===== src/rtl/acc_alu_pkg.sv =====
package acc_alu_pkg;

  typedef enum logic [2:0] {
    OP_ADD  = 3'd0,
    OP_ADC  = 3'd1,
    OP_SUB  = 3'd2,
    OP_PASS = 3'd3,
    OP_AND  = 3'd4,
    OP_OR   = 3'd5,
    OP_XOR  = 3'd6,
    OP_LDW  = 3'd7
  } alu_op_e;

  // bit 4..0 = n, ov, z, dc, c
  typedef struct packed {
    logic n;
    logic ov;
    logic z;
    logic dc;
    logic c;
  } flags_t;

endpackage


===== src/rtl/acc_alu_arith.sv =====
module acc_alu_arith #(
  parameter int DW = 8
) (
  input  logic [DW-1:0] f_i,
  input  logic [DW-1:0] w_i,
  input  logic          sub_i,
  input  logic          cin_i,
  output logic [DW-1:0] sum_o,
  output logic          c_o,
  output logic          dc_o,
  output logic          ov_o
);
  localparam int NW = DW / 2;

  logic [DW-1:0] b;
  logic [DW:0]   full;
  logic [NW:0]   low;

  // subtract as f + ~w + 1, so carry out means no borrow
  assign b    = sub_i ? ~w_i : w_i;
  assign full = {1'b0, f_i} + {1'b0, b} + {{DW{1'b0}}, cin_i};
  assign low  = {1'b0, f_i[NW-1:0]} + {1'b0, b[NW-1:0]} + {{NW{1'b0}}, cin_i};

  assign sum_o = full[DW-1:0];
  assign c_o   = full[DW];
  assign dc_o  = low[NW];
  assign ov_o  = (f_i[DW-1] == b[DW-1]) && (full[DW-1] != f_i[DW-1]);
endmodule


===== src/rtl/acc_alu_logic.sv =====
module acc_alu_logic
  import acc_alu_pkg::*;
#(
  parameter int DW = 8
) (
  input  alu_op_e       op_i,
  input  logic [DW-1:0] f_i,
  input  logic [DW-1:0] w_i,
  output logic [DW-1:0] res_o
);
  always_comb begin
    unique case (op_i)
      OP_AND:  res_o = f_i & w_i;
      OP_OR:   res_o = f_i | w_i;
      OP_XOR:  res_o = f_i ^ w_i;
      default: res_o = f_i;  // pass and load W
    endcase
  end
endmodule


===== src/rtl/acc_alu.sv =====
module acc_alu
  import acc_alu_pkg::*;
#(
  parameter int DW = 8
) (
  input  logic          clk_i,
  input  logic          rst_ni,
  input  logic          req_valid_i,
  input  logic [2:0]    op_i,
  input  logic [DW-1:0] operand_i,
  input  logic          dest_f_i,
  output logic          res_valid_o,
  output logic [DW-1:0] result_o,
  output logic          wr_w_o,
  output logic          wr_f_o,
  output logic [DW-1:0] w_o,
  output logic [4:0]    flags_o
);
  alu_op_e       op;
  logic          is_arith, is_logic, is_ldw, cin, to_w;
  logic [DW-1:0] w_q, res_q, sum, lg_res, res_d;
  logic          a_c, a_dc, a_ov;
  flags_t        flags_q, flags_d;
  logic          vld_q, wr_w_q, wr_f_q;

  assign op       = alu_op_e'(op_i);
  assign is_arith = (op == OP_ADD) || (op == OP_ADC) || (op == OP_SUB);
  assign is_logic = (op == OP_PASS) || (op == OP_AND) || (op == OP_OR) || (op == OP_XOR);
  assign is_ldw   = (op == OP_LDW);
  assign cin      = (op == OP_SUB) || ((op == OP_ADC) && flags_q.c);
  assign to_w     = is_ldw || !dest_f_i;

  acc_alu_arith #(.DW(DW)) u_arith (
    .f_i   (operand_i),
    .w_i   (w_q),
    .sub_i (op == OP_SUB),
    .cin_i (cin),
    .sum_o (sum),
    .c_o   (a_c),
    .dc_o  (a_dc),
    .ov_o  (a_ov)
  );

  acc_alu_logic #(.DW(DW)) u_logic (
    .op_i  (op),
    .f_i   (operand_i),
    .w_i   (w_q),
    .res_o (lg_res)
  );

  assign res_d = is_arith ? sum : lg_res;

  always_comb begin
    flags_d = flags_q;
    if (is_arith) begin
      flags_d.c  = a_c;
      flags_d.dc = a_dc;
      flags_d.ov = a_ov;
    end
    if (!is_ldw) begin
      flags_d.z = ~|res_d;
      flags_d.n = res_d[DW-1];
    end
  end

  always_ff @(posedge clk_i or negedge rst_ni) begin
    if (!rst_ni) begin
      w_q     <= '0;
      res_q   <= '0;
      flags_q <= '0;
      vld_q   <= 1'b0;
      wr_w_q  <= 1'b0;
      wr_f_q  <= 1'b0;
    end else begin
      vld_q <= req_valid_i;
      if (req_valid_i) begin
        res_q   <= res_d;
        flags_q <= flags_d;
        wr_w_q  <= to_w;
        wr_f_q  <= !to_w;
        if (to_w) w_q <= res_d;
      end else begin
        wr_w_q <= 1'b0;
        wr_f_q <= 1'b0;
      end
    end
  end

  assign res_valid_o = vld_q;
  assign result_o    = res_q;
  assign wr_w_o      = wr_w_q;
  assign wr_f_o      = wr_f_q;
  assign w_o         = w_q;
  assign flags_o     = flags_q;


  valid_follow_chk: assert property (@(posedge clk_i) disable iff (!rst_ni)
    req_valid_i |=> res_valid_o);

  idle_quiet_chk: assert property (@(posedge clk_i) disable iff (!rst_ni)
    !req_valid_i |=> (!res_valid_o && $stable(flags_q) && $stable(w_q)));

  dest_excl_chk: assert property (@(posedge clk_i) disable iff (!rst_ni)
    res_valid_o |-> (wr_w_o ^ wr_f_o));

  file_keeps_w_chk: assert property (@(posedge clk_i) disable iff (!rst_ni)
    (req_valid_i && dest_f_i && !is_ldw) |=> $stable(w_q));

  w_gets_result_chk: assert property (@(posedge clk_i) disable iff (!rst_ni)
    (req_valid_i && !dest_f_i) |=> (w_o == result_o));

  logic_keep_chk: assert property (@(posedge clk_i) disable iff (!rst_ni)
    (req_valid_i && is_logic) |=> $stable({flags_q.c, flags_q.dc, flags_q.ov}));

  ldw_keep_chk: assert property (@(posedge clk_i) disable iff (!rst_ni)
    (req_valid_i && is_ldw) |=> $stable(flags_q));
endmodule


===== config.mk =====
export PLATFORM = sky130hd
export DESIGN_NAME = acc_alu
export DESIGN_NICKNAME = d
export VERILOG_FILES = /design/src/rtl/acc_alu_pkg.sv /design/src/rtl/acc_alu_arith.sv /design/src/rtl/acc_alu_logic.sv /design/src/rtl/acc_alu.sv
export SDC_FILE = /design/constraint.sdc
export NUM_CORES = 1
export LEC_CHECK = 0
export CORE_MARGIN = 5
export CORE_UTILIZATION = 30
export DETAILED_ROUTE_END_ITERATION = 7
export SETUP_SLACK_MARGIN = 0.15
export SLEW_MARGIN = 20
export SYNTH_ARGS = -nofsm -noshare
export SYNTH_HDL_FRONTEND = slang
export SYNTH_HIERARCHICAL = 1
export SYNTH_SLANG_ARGS = --single-unit

===== constraint.sdc =====
create_clock -name clk_i -period 3.17 [get_ports clk_i]
set_input_delay 0.634 -clock clk_i [delete_from_list [all_inputs] [get_ports clk_i]]
set_output_delay 0.634 -clock clk_i [all_outputs]
set_load 0.1 [all_outputs]

Yosys cells after proc, flatten, opt, wreduce, memory -nomap -nowiden --
Index checks and enable logic that the tools add are counted.
Cells by class: bitwise gates (word level) 5, mux-type cells 5, reductions and logical operators 14, add/sub/neg operators 4, equal/unequal tests 8
Operators by type and width (number):
- case mux 8 bit (3 select lines) | 1
- two-way mux 8 bit | 2
- == test 3 bit, second input constant | 4
- adder 8 x 8 -> 9 bit | 1
- adder 9 x 1 -> 9 bit | 1
- bitwise AND 8 bit | 1
- NOT 8 bit | 1
- OR 8 bit | 1
- OR reduction 8 bit | 1
- bitwise XOR 8 bit | 1
- AND reduction 2 bit | 3
- adder 4 x 4 -> 5 bit | 1
- adder 5 x 1 -> 5 bit | 1
- logical OR 1 bit | 4
- == test 3 x 1 -> 1 bit, second input constant | 1
- == test 3 x 2 -> 1 bit, second input constant | 1
- zero test 1 bit | 3
- zero test 3 bit | 1
- logical AND 1 bit | 2
- two-way mux 1 bit | 2
- == test 1 bit | 1
- inequality test 1 bit | 1
- NOT 1 bit | 1
Storage, ports and cells: output and inout bits 24, register bits after elaboration 24

Depth between registers and ports, before layout --
Gate-level depths: netlist (run 1).
word-level depth 7, depth in mapped cells 13

Modules after synthesis --
Netlist (run 1), hierarchy kept.
Modules (own cells, without submodules):
- acc_alu | cells an instance 86, times used 1, area each 1063.5 µm²
- acc_alu_logic | cells an instance 82, times used 1, area each 563.0 µm²
- acc_alu_arith | cells an instance 59, times used 1, area each 475.5 µm²

Least setup slack after synthesis (run 1) --
Ideal clock, no wire load.
kind register -> register, start reg flags_q (netlist bit flags_o[0]), end reg flags_q (netlist bit flags_o[2]), required time 3.082 ns, stages on the path, launching flop included 13, data arrival time 3.138 ns, path slack -0.056 ns, library setup time 0.088 ns, cells stage by stage dfrtp_1 -> nand3b_1 -> a21oi_1 -> inv_1 -> fa_1 -> fa_1 -> nor2b_1 -> o31a_1 -> o31ai_1 -> a21boi_1 -> nor4_1 -> nand3_1 -> a41oi_1
Between the ends: longest elaborated chain between the ends 6
RTL lines:
- from (decl) | line acc_alu.sv:23 | flags_t flags_q, flags_d;
- from (signal assigned) | line acc_alu.sv:78 | flags_q <= flags_d;
- logical AND 1 bit | line acc_alu.sv:30 | assign cin = (op == OP_SUB) || ((op == OP_ADC) && flags_q.c);
- logical OR 1 bit | line acc_alu.sv:30
- named net cin | line acc_alu.sv:20 | logic is_arith, is_logic, is_ldw, cin, to_w;
- adder 9 x 1 -> 9 bit | line acc_alu_arith.sv:21 | assign full = {1'b0, f_i} + {1'b0, b} + {{DW{1'b0}}, cin_i};
- named net sum[6] | line acc_alu.sv:21 | logic [DW-1:0] w_q, res_q, sum, lg_res, res_d;
- two-way mux 8 bit | line acc_alu.sv:51 | assign res_d = is_arith ? sum : lg_res;
- OR reduction 8 bit | line acc_alu.sv:61 | flags_d.z = ~|res_d;
- zero test 1 bit | line acc_alu.sv:61
The timed path passes the listed nets, and every way through them passes these cells. A chain may end at the register's enable or synchronous reset.

Worst setup path in the final report (run 1) --
start in op_i[1], end reg flags_q (netlist bit flags_o[2])
Between the ends: longest elaborated chain between the ends 7, elaborated cells on any way between the ends 20, those cells by class add/sub (2); eq/ne (6); mux (3); bitwise (1); reduce/logical (8)
RTL lines:
- from (decl) | line acc_alu.sv:9 | input logic [2:0] op_i,
- == test 3 x 1 -> 1 bit | line acc_alu.sv:30
- logical AND 1 bit | line acc_alu.sv:30
- logical OR 1 bit * | line acc_alu.sv:30
- named net cin | line acc_alu.sv:20
- adder 9 x 1 -> 9 bit * | line acc_alu_arith.sv:21
- named net sum[6] | line acc_alu.sv:21
- two-way mux 8 bit * | line acc_alu.sv:51
- OR reduction 8 bit * | line acc_alu.sv:61
- zero test 1 bit * | line acc_alu.sv:61
Mark *: on every way through the listed nets, which the timed path passes. The rest lies on a longest branch.

==> run metrics, run 1 <==
unrepaired setup endpoints after global routing no; antenna-violating nets left 0; Syn Area/Cell 9.26 um^2; Tot GR Track Use 0.125; Clk Latency, worst-skew pair 0.26 ns; Worst Setup Start Kind input port; synth-to-layout area growth 33.3%; commonest non-fill, non-tap cell in the layout buf_4; mux cell area share after synthesis 0.131; boundary pin count 39; Gate Count Post-Synth 227; Design Area, Final 2800 um^2; Simple-Gate Fraction of Synth Area 0.155; Initial Util 0.309; Pins Over Slew Limit 0; synthesized area 2100 um^2; Synth Flop Type dfrtp_1; diode count 0; layout cell share with drive strength beyond 1 0.311; run status finished clean; drt first pass iters 4; Final min period 2.88 ns; largest family of logic cells by synthesized area adder cells; Die ar. 8780 um^2; root buf cell clkbuf_8; final setup fails 0; vias in the first global route 1700; vias per cell 4.64; distinct cell type count after synthesis 43; Core Box Area 6790 um^2; H-tree depth 1; Max clock buf depth 2; async set or reset register ratio after synthesis 1.00; Die Span X 93.7 um; Die H 93.7 um; worst-margin pin slew 0.487 ns; largest net degree at the start of global routing 25; Worst EP required 3.35 ns; PortBufs 38; routed len/inst 13.9 um; Worst Skew 0.00168 ns; Hold Fails Final Rpt 0; Slew HR 0.674; CTS Sinks 24; FMAX 0.348 GHz; Compound-Gate Fraction of Synth Area 0.149; Adder-Cell Fraction of Synth Area 0.156; FP Rows 30; # nets final 331; DRT Wirelength 5.34 mm; vias 1787; Post-synth EDFFs 0; total grt overflow 0; Final Cycle Share 0.907; Post-CTS Hold Fix Bufs 0; Area after DPL 2690 um^2; cts bufs inserted 3; DP Wirelength 4.30 mm; critical path class in2reg; RePlAce Congestion 0.872; initial antenna violation count 0; initial drt markers 49; total of max-cap violations 0; register area share after synthesis 0.286; Arr. time, crit path 3.06 ns; DRC violations left 0; Worst Path Max Fanout 3; CTS tree done; clk slew on worst S/H paths 0.08 ns; first-pass GRT wire length 8.87 mm; post-synthesis xor/xnor area fraction 0.0458; warnings from Yosys 6; crit end category flop; HP Class reg2reg; flops & latches, synth 24; syn nets 267; most frequent cells in the layout buf_4 (53), inv_1 (27), ha_1 (23)
[repair_timing]
action	4_1_cts	5_1_grt
resized for setup	7	23
pin swaps	2	9
setup endpoints to repair	11	10
buffers inserted	1	2
hold endpoints to repair	0	0
[synth_stat cells (2+ instances only)]
library cell   n  share of area
a21boi_1       2         0.0071
o31a_1         2         0.0083
xnor2_1        3          0.013
inv_1         29          0.052
ha_1          23           0.14
nand2_1        5         0.0089
nor3b_1        7          0.025
nor2b_1        7          0.021
o21ai_0        6          0.014
a21oi_1       14          0.033
a211oi_1       4          0.014
buf_2          4         0.0095
o221a_1        2          0.011
xor2_1         8          0.033
nand3_1        3         0.0071
nand3b_1       2         0.0071
o21a_1         3          0.011
buf_6          2          0.011
dfrtp_1       24           0.29
mux2i_1       14          0.067
o21ai_1        5          0.012
mux2_4         3          0.021
fa_1           2          0.019
nand2b_1       4          0.012
mux2_2         7          0.038
nor2_1        22          0.039
nor4_1         4          0.012
[routing by layer]
layer | up-vias | wire (um) | share of wire | GRT usage
met1 | 845 | 2610 | 0.49 | 0.177
met2 | 27 | 2520 | 0.47 | 0.206
met5 | - | 0 | 0 | 0
met3 | 0 | 216 | 0.040 | 0.0240
met4 | 0 | 0 | 0 | 0.00722
li1 | 915 | - | - | -
[metrics by stage]
| stage | hold slack, ns | setup slack (ns) | cells | setup TNS, ns | utilization |
|---|---|---|---|---|---|
| finish | 0.511 | 0.294 | 385 | 0 | 0.412 |
| global route | 0.524 | 0.148 | 385 | 0 | 0.412 |
| CTS | 0.515 | 0.191 | 383 | 0 | 0.406 |
| detailed placement | 0.497 | -0.447 | 379 | -3.41 | 0.396 |
| global placement | 0.493 | -0.382 | 379 | -2.67 | 0.396 |
| floorplan | 0.338 | 0.168 | 227 | 0 | - |
[kinds of logic (layout without fill, tap and decap cells)]
kind of cell	Yosys count	count (layout)
buffers and inverters	37	99
flip-flops	24	24
AND/OR/NAND/NOR	59	59
AO/OA/AOI/OAI	46	46
XOR/XNOR	11	11
multiplexers	25	25
adder cells (fa/ha/maj)	25	25
[area by class of cell]
class	instances	area, um^2
fillers	693	3990
clock buffers	3	41.3
well taps	96	120
multi-input cells	166	1390
inverters	29	109
flip-flops and latches	24	603
repair buffers	67	538
[flip-flops by register name (all words and copies together) (netlist names)]
| name | cells |
|---|---|
| flags_o | 5 |
| res_valid_o | 1 |
| result_o | 8 |
| w_o | 8 |
| wr_f_o | 1 |
| wr_w_o | 1 |
[critical path, cell delays in order]
cell and delay, ns:
buf_6 0.10, nand3b_1 0.16, a21oi_2 0.14, inv_2 0.05, fa_2 0.42, fa_2 0.38
nor2b_2 0.12, o31a_1 0.17, o31ai_2 0.08, a21boi_2 0.17, nor4_2 0.29, nand3_1 0.13
a41oi_2 0.21
[final timing paths]
| path | start | to | slack (ns) | cells after the start |
|---|---|---|---|---|
| max in group asynchronous | rst_ni | flags_o[0] | 2.18 | 2 |
| hold / removal | result_o[7] | result_o[7] | 0.51 | 1 |
| hold reg to reg | result_o[7] | result_o[7] | 0.51 | 1 |
| setup / recovery | op_i[1] | flags_o[2] | 0.29 | 13 |
| setup reg to reg | flags_o[0] | flags_o[2] | 0.44 | 12 |
| min in group asynchronous | rst_ni | result_o[2] | 0.72 | 2 |
Power of run 1 is left out: the tool's default activity adds up to more than one toggle a clock period on the data nets, which glitch-free logic cannot reach.
==> run 2, diff against run 1 <==
- RECOVER_POWER: not set -> 25
==> run 2 against run 1 <==
  * Utilization decreased by 0.055 points
  * Die area did not move
  * First-iteration DRC count unchanged
  * Clock-buffer cell count unchanged
  * Final cell count unchanged
  * Global-route usage is the same
  * Routed wire length barely moved
  * Setup slack is the same
  * Non-clock buffer count unchanged
  * Register-to-register slack about the same
  * Design area decreased by 0.13%
  * Maximum frequency is the same
  * Critical path type unchanged
  * Critical endpoint unchanged
==> run metrics, run 2 (synthesized netlist as in run 1, its figures left out) <==
run status finished clean; CTS tree done; commonest non-fill, non-tap cell in the layout buf_4; FMAX 0.348 GHz; Max clock buf depth 2; largest net degree at the start of global routing 25; final setup fails 0; boundary pin count 39; diode count 0; pre-CTS setup slack -0.447 ns; Design Area, Final 2800 um^2; FP Rows 30; first-pass GRT wire length 8.87 mm; Clk Latency, worst-skew pair 0.26 ns; Die ar. 8780 um^2; Final Util 0.412; Fillers 695; # nets final 331; crit end category flop; drt first pass iters 4; DRT Wirelength 5.34 mm; Tot GR Track Use 0.125; Pins Over Slew Limit 0; DRC violations left 0; cts bufs inserted 3; critical path class in2reg; Final Worst Setup Slack 0.294 ns; RePlAce Congestion 0.872; vias in the first global route 1700; Final Cycle Share 0.907; Initial Util 0.309; antenna-violating nets left 0; hold depth 1; Hold Fails Final Rpt 0; DP Wirelength 4.30 mm; Arr. time, crit path 3.06 ns; Slew HR 0.134; total of max-cap violations 0; unrepaired setup endpoints after global routing no; fin cells 385; initial drt markers 49; Die Span X 93.7 um; routed len/inst 13.9 um; synth-to-layout area growth 33.1%; H-tree depth 1; layout cell share with drive strength beyond 1 0.308; Worst Setup Start Kind input port; Die H 93.7 um; root buf cell clkbuf_8; vias 1787; Area after DPL 2690 um^2; worst-margin pin slew 1.30 ns; Post-CTS Hold Fix Bufs 0; PortBufs 38; Final min period 2.88 ns; vias per cell 4.64; Worst Skew 0.00168 ns; total grt overflow 0; Worst EP required 3.35 ns; worst r2r path cells 12; Worst Path Max Fanout 3; initial antenna violation count 0; HP Class reg2reg; Core Box Area 6790 um^2; clk slew on worst S/H paths 0.08 ns; Cells after DPL 379; CTS Sinks 24; most frequent cells in the layout buf_4 (52), inv_1 (27), ha_1 (23)
-- run 2: metrics by stage --
step	hold slack, ns	TNS [ns]
2_1_floorplan	0.338	0
3_3_place_gp	0.493	-2.67
3_5_place_dp	0.497	-3.41
4_1_cts	0.515	0
5_1_grt	0.524	0
6_report	0.511	0
-- run 2: area by class of cell --
cell class,instances,area [um^2],area share
multi-input combinational,166,1390,0.497
sequential,24,603,0.216
timing repair buffer,67,534,0.191
tap,96,120,0.0429
inverter,29,109,0.0389
clock buffer,3,41.3,0.0148
-- run 2: critical path, cell delays in order --
cell and delay [ns]:
buf_6 0.10, nand3b_1 0.16, a21oi_2 0.14, inv_2 0.05
fa_2 0.42, fa_2 0.38, nor2b_2 0.12, o31a_1 0.17
o31ai_2 0.08, a21boi_2 0.17, nor4_2 0.29, nand3_1 0.13
a41oi_2 0.21
-- run 2: path summary, 6_finish.rpt --
kind | startpoint | endpoint | slack, ns
max | op_i[1] | flags_o[2] | 0.29
min | result_o[7] | result_o[7] | 0.51
max reg2reg | flags_o[0] | flags_o[2] | 0.44
min reg2reg | result_o[7] | result_o[7] | 0.51
max in group asynchronous | rst_ni | flags_o[0] | 1.14
min in group asynchronous | rst_ni | result_o[2] | 1.17
-- run 2: routing by layer --
metal / up-vias / wire [um] / global-route usage / share of wire
li1: 915 / - / - / -
met1: 845 / 2600 / 0.177 / 0.49
met2: 27 / 2520 / 0.206 / 0.47
met3: 0 / 216 / 0.0240 / 0.040
met4: 0 / 0 / 0.00722 / 0
met5: - / 0 / 0 / 0
-- run 2: repair_timing --
item / CTS / global route
pin swaps: 2 / 9
setup buffers: 1 / 2
endpoints found under the hold margin: 0 / 0
gates resized for setup: 7 / 23
endpoints found under the setup margin: 11 / 10
Power of run 2 is left out for the same reason.
==> run 3, diff against run 2 <==
- CTS_BUF_LIST: not set -> sky130_fd_sc_hd__clkbuf_4
==> run 3 against run 2 <==
  * Final cell count unchanged
  * Setup slack worse by 0.037 ns
  * First-iteration DRC count rose by 4.1%
  * Hold slack gained 0.0083 ns
  * Clock skew about the same
  * Flip-flop and latch count is the same
  * Sequential share of layout area grew 0.27 points
  * Utilization decreased by 0.52 points
  * Global-route usage unchanged
  * Non-clock buffer count did not move
==> run metrics, run 3 (synthesized netlist as in run 1, its figures left out) <==
cts bufs inserted 3; HP Start result_o[7]; FP Rows 30; Die ar. 8780 um^2; CP max stage cell clkdlybuf4s50_1; initial antenna violation count 0; routed len/inst 13.9 um; Max stage delay on crit path 0.50 ns; setup TNS 0 ns; Worst Setup Start Kind input port; r2r setup slk 0.43 ns; layout cell share with drive strength beyond 1 0.298; Hold WS 0.519 ns; PortBufs 38; Worst Skew 0.00154 ns; drt first pass iters 4; clk slew on worst S/H paths 0.12 ns; crit path cell chain clkdlybuf4s50_1, inv_2, fa_2, fa_2, nor2b_2, o31a_1, o31ai_1, a21boi_2, nor4_2, nand3_1, a41oi_2; FMAX 0.343 GHz; fin cells 385; vias 1790; HP Class reg2reg; final setup fails 0; diode count 0; most frequent cells in the layout buf_4 (52), inv_1 (28), ha_1 (23); delay-heaviest family, CP adder cells; initial drt markers 51; root buf cell clkbuf_4; FF-to-FF Start flags_o[0]; Final Cycle Share 0.919; total grt overflow 0; Slew HR 0.133; Hold Fails Final Rpt 0; cell mode on critical path fa_2; Cells after DPL 379; Fillers 700; Die H 93.7 um; commonest non-fill, non-tap cell in the layout buf_4; DP Wirelength 4.30 mm; Max clock buf depth 2; multi-input logic area 1390 um^2; CTS Sinks 24; H-tree depth 1; vias per cell 4.65; Worst Path Max Fanout 2; DRC violations left 0; DRT Wirelength 5.34 mm; boundary pin count 39; Worst Setup SP operand_i[0]; CTS tree done; Core Box Area 6790 um^2; Die Span X 93.7 um; critical path class in2reg; worst-margin pin slew 1.30 ns; antenna-violating nets left 0; register area 603 um^2; Crit path buffers/inverters 2; Pins Over Slew Limit 0; Tot GR Track Use 0.125; total of max-cap violations 0; synth-to-layout area growth 31.4%; Final min period 2.91 ns; first-pass GRT wire length 8.88 mm; RePlAce Congestion 0.872; vias in the first global route 1705; run status finished clean; Clk Latency, worst-skew pair 0.31 ns; Post-CTS Hold Fix Bufs 0; Worst EP required 3.41 ns; Arr. time, crit path 3.15 ns; crit end category flop; # nets final 331; largest net degree at the start of global routing 25; unrepaired setup endpoints after global routing no; Initial Util 0.309
## run 3: changes by cell type in the layout (fill, tap and decap cells not counted), moves of 2 or more
cell / change
o21ai_1: -2
o21ai_0: +2
clkbuf_8: -3
buf_6: -2
clkbuf_4: +3
## run 3: what timing repair did
action	CTS	global route
gates resized for setup	7	10
buffers inserted	1	2
endpoints found under the setup margin	11	6
pin swaps	2	6
## run 3: path summary, 6_finish.rpt
kind,depth (start not counted),to
min,1,result_o[7]
min reg2reg,1,result_o[7]
min in group asynchronous,2,result_o[2]
max reg2reg,12,flags_o[2]
max in group asynchronous,2,flags_o[0]
max,11,flags_o[2]
## run 3: layout make-up
cell class	instances	area share
multi-input cells	166	0.501
flip-flops and latches	24	0.218
repair buffers	67	0.189
well taps	96	0.0435
inverters	29	0.0394
clock buffers	3	0.00815
## run 3: through the flow
step | setup slack (ns) | cell area, um^2 | util
after floorplan | 0.168 | 2110 | -
after global placement | -0.382 | 2690 | 0.396
after detailed placement | -0.447 | 2690 | 0.396
after CTS | 0.253 | 2740 | 0.403
after global routing | 0.143 | 2760 | 0.407
final | 0.257 | 2760 | 0.407
## run 3: worst reg2reg max path, cell delays in order, from the launching register on
cell and delay [ns]:
dfrtp_2 0.40, nand3b_1 0.10, a21oi_2 0.13, inv_1 0.07, fa_2 0.42, fa_2 0.38, nor2b_2 0.13, o31a_1 0.16
o31ai_1 0.08, a21boi_2 0.17, nor4_2 0.30, nand3_1 0.13, a41oi_2 0.22
## run 3: layer usage
layer | up-vias | part of all wire | global-route usage
met2 | 26 | 0.48 | 0.207
met4 | 0 | 0 | 0.00722
met1 | 850 | 0.49 | 0.176
met3 | 0 | 0.039 | 0.0240
li1 | 914 | - | -
met5 | - | 0 | 0
Power of run 3 is left out for the same reason.
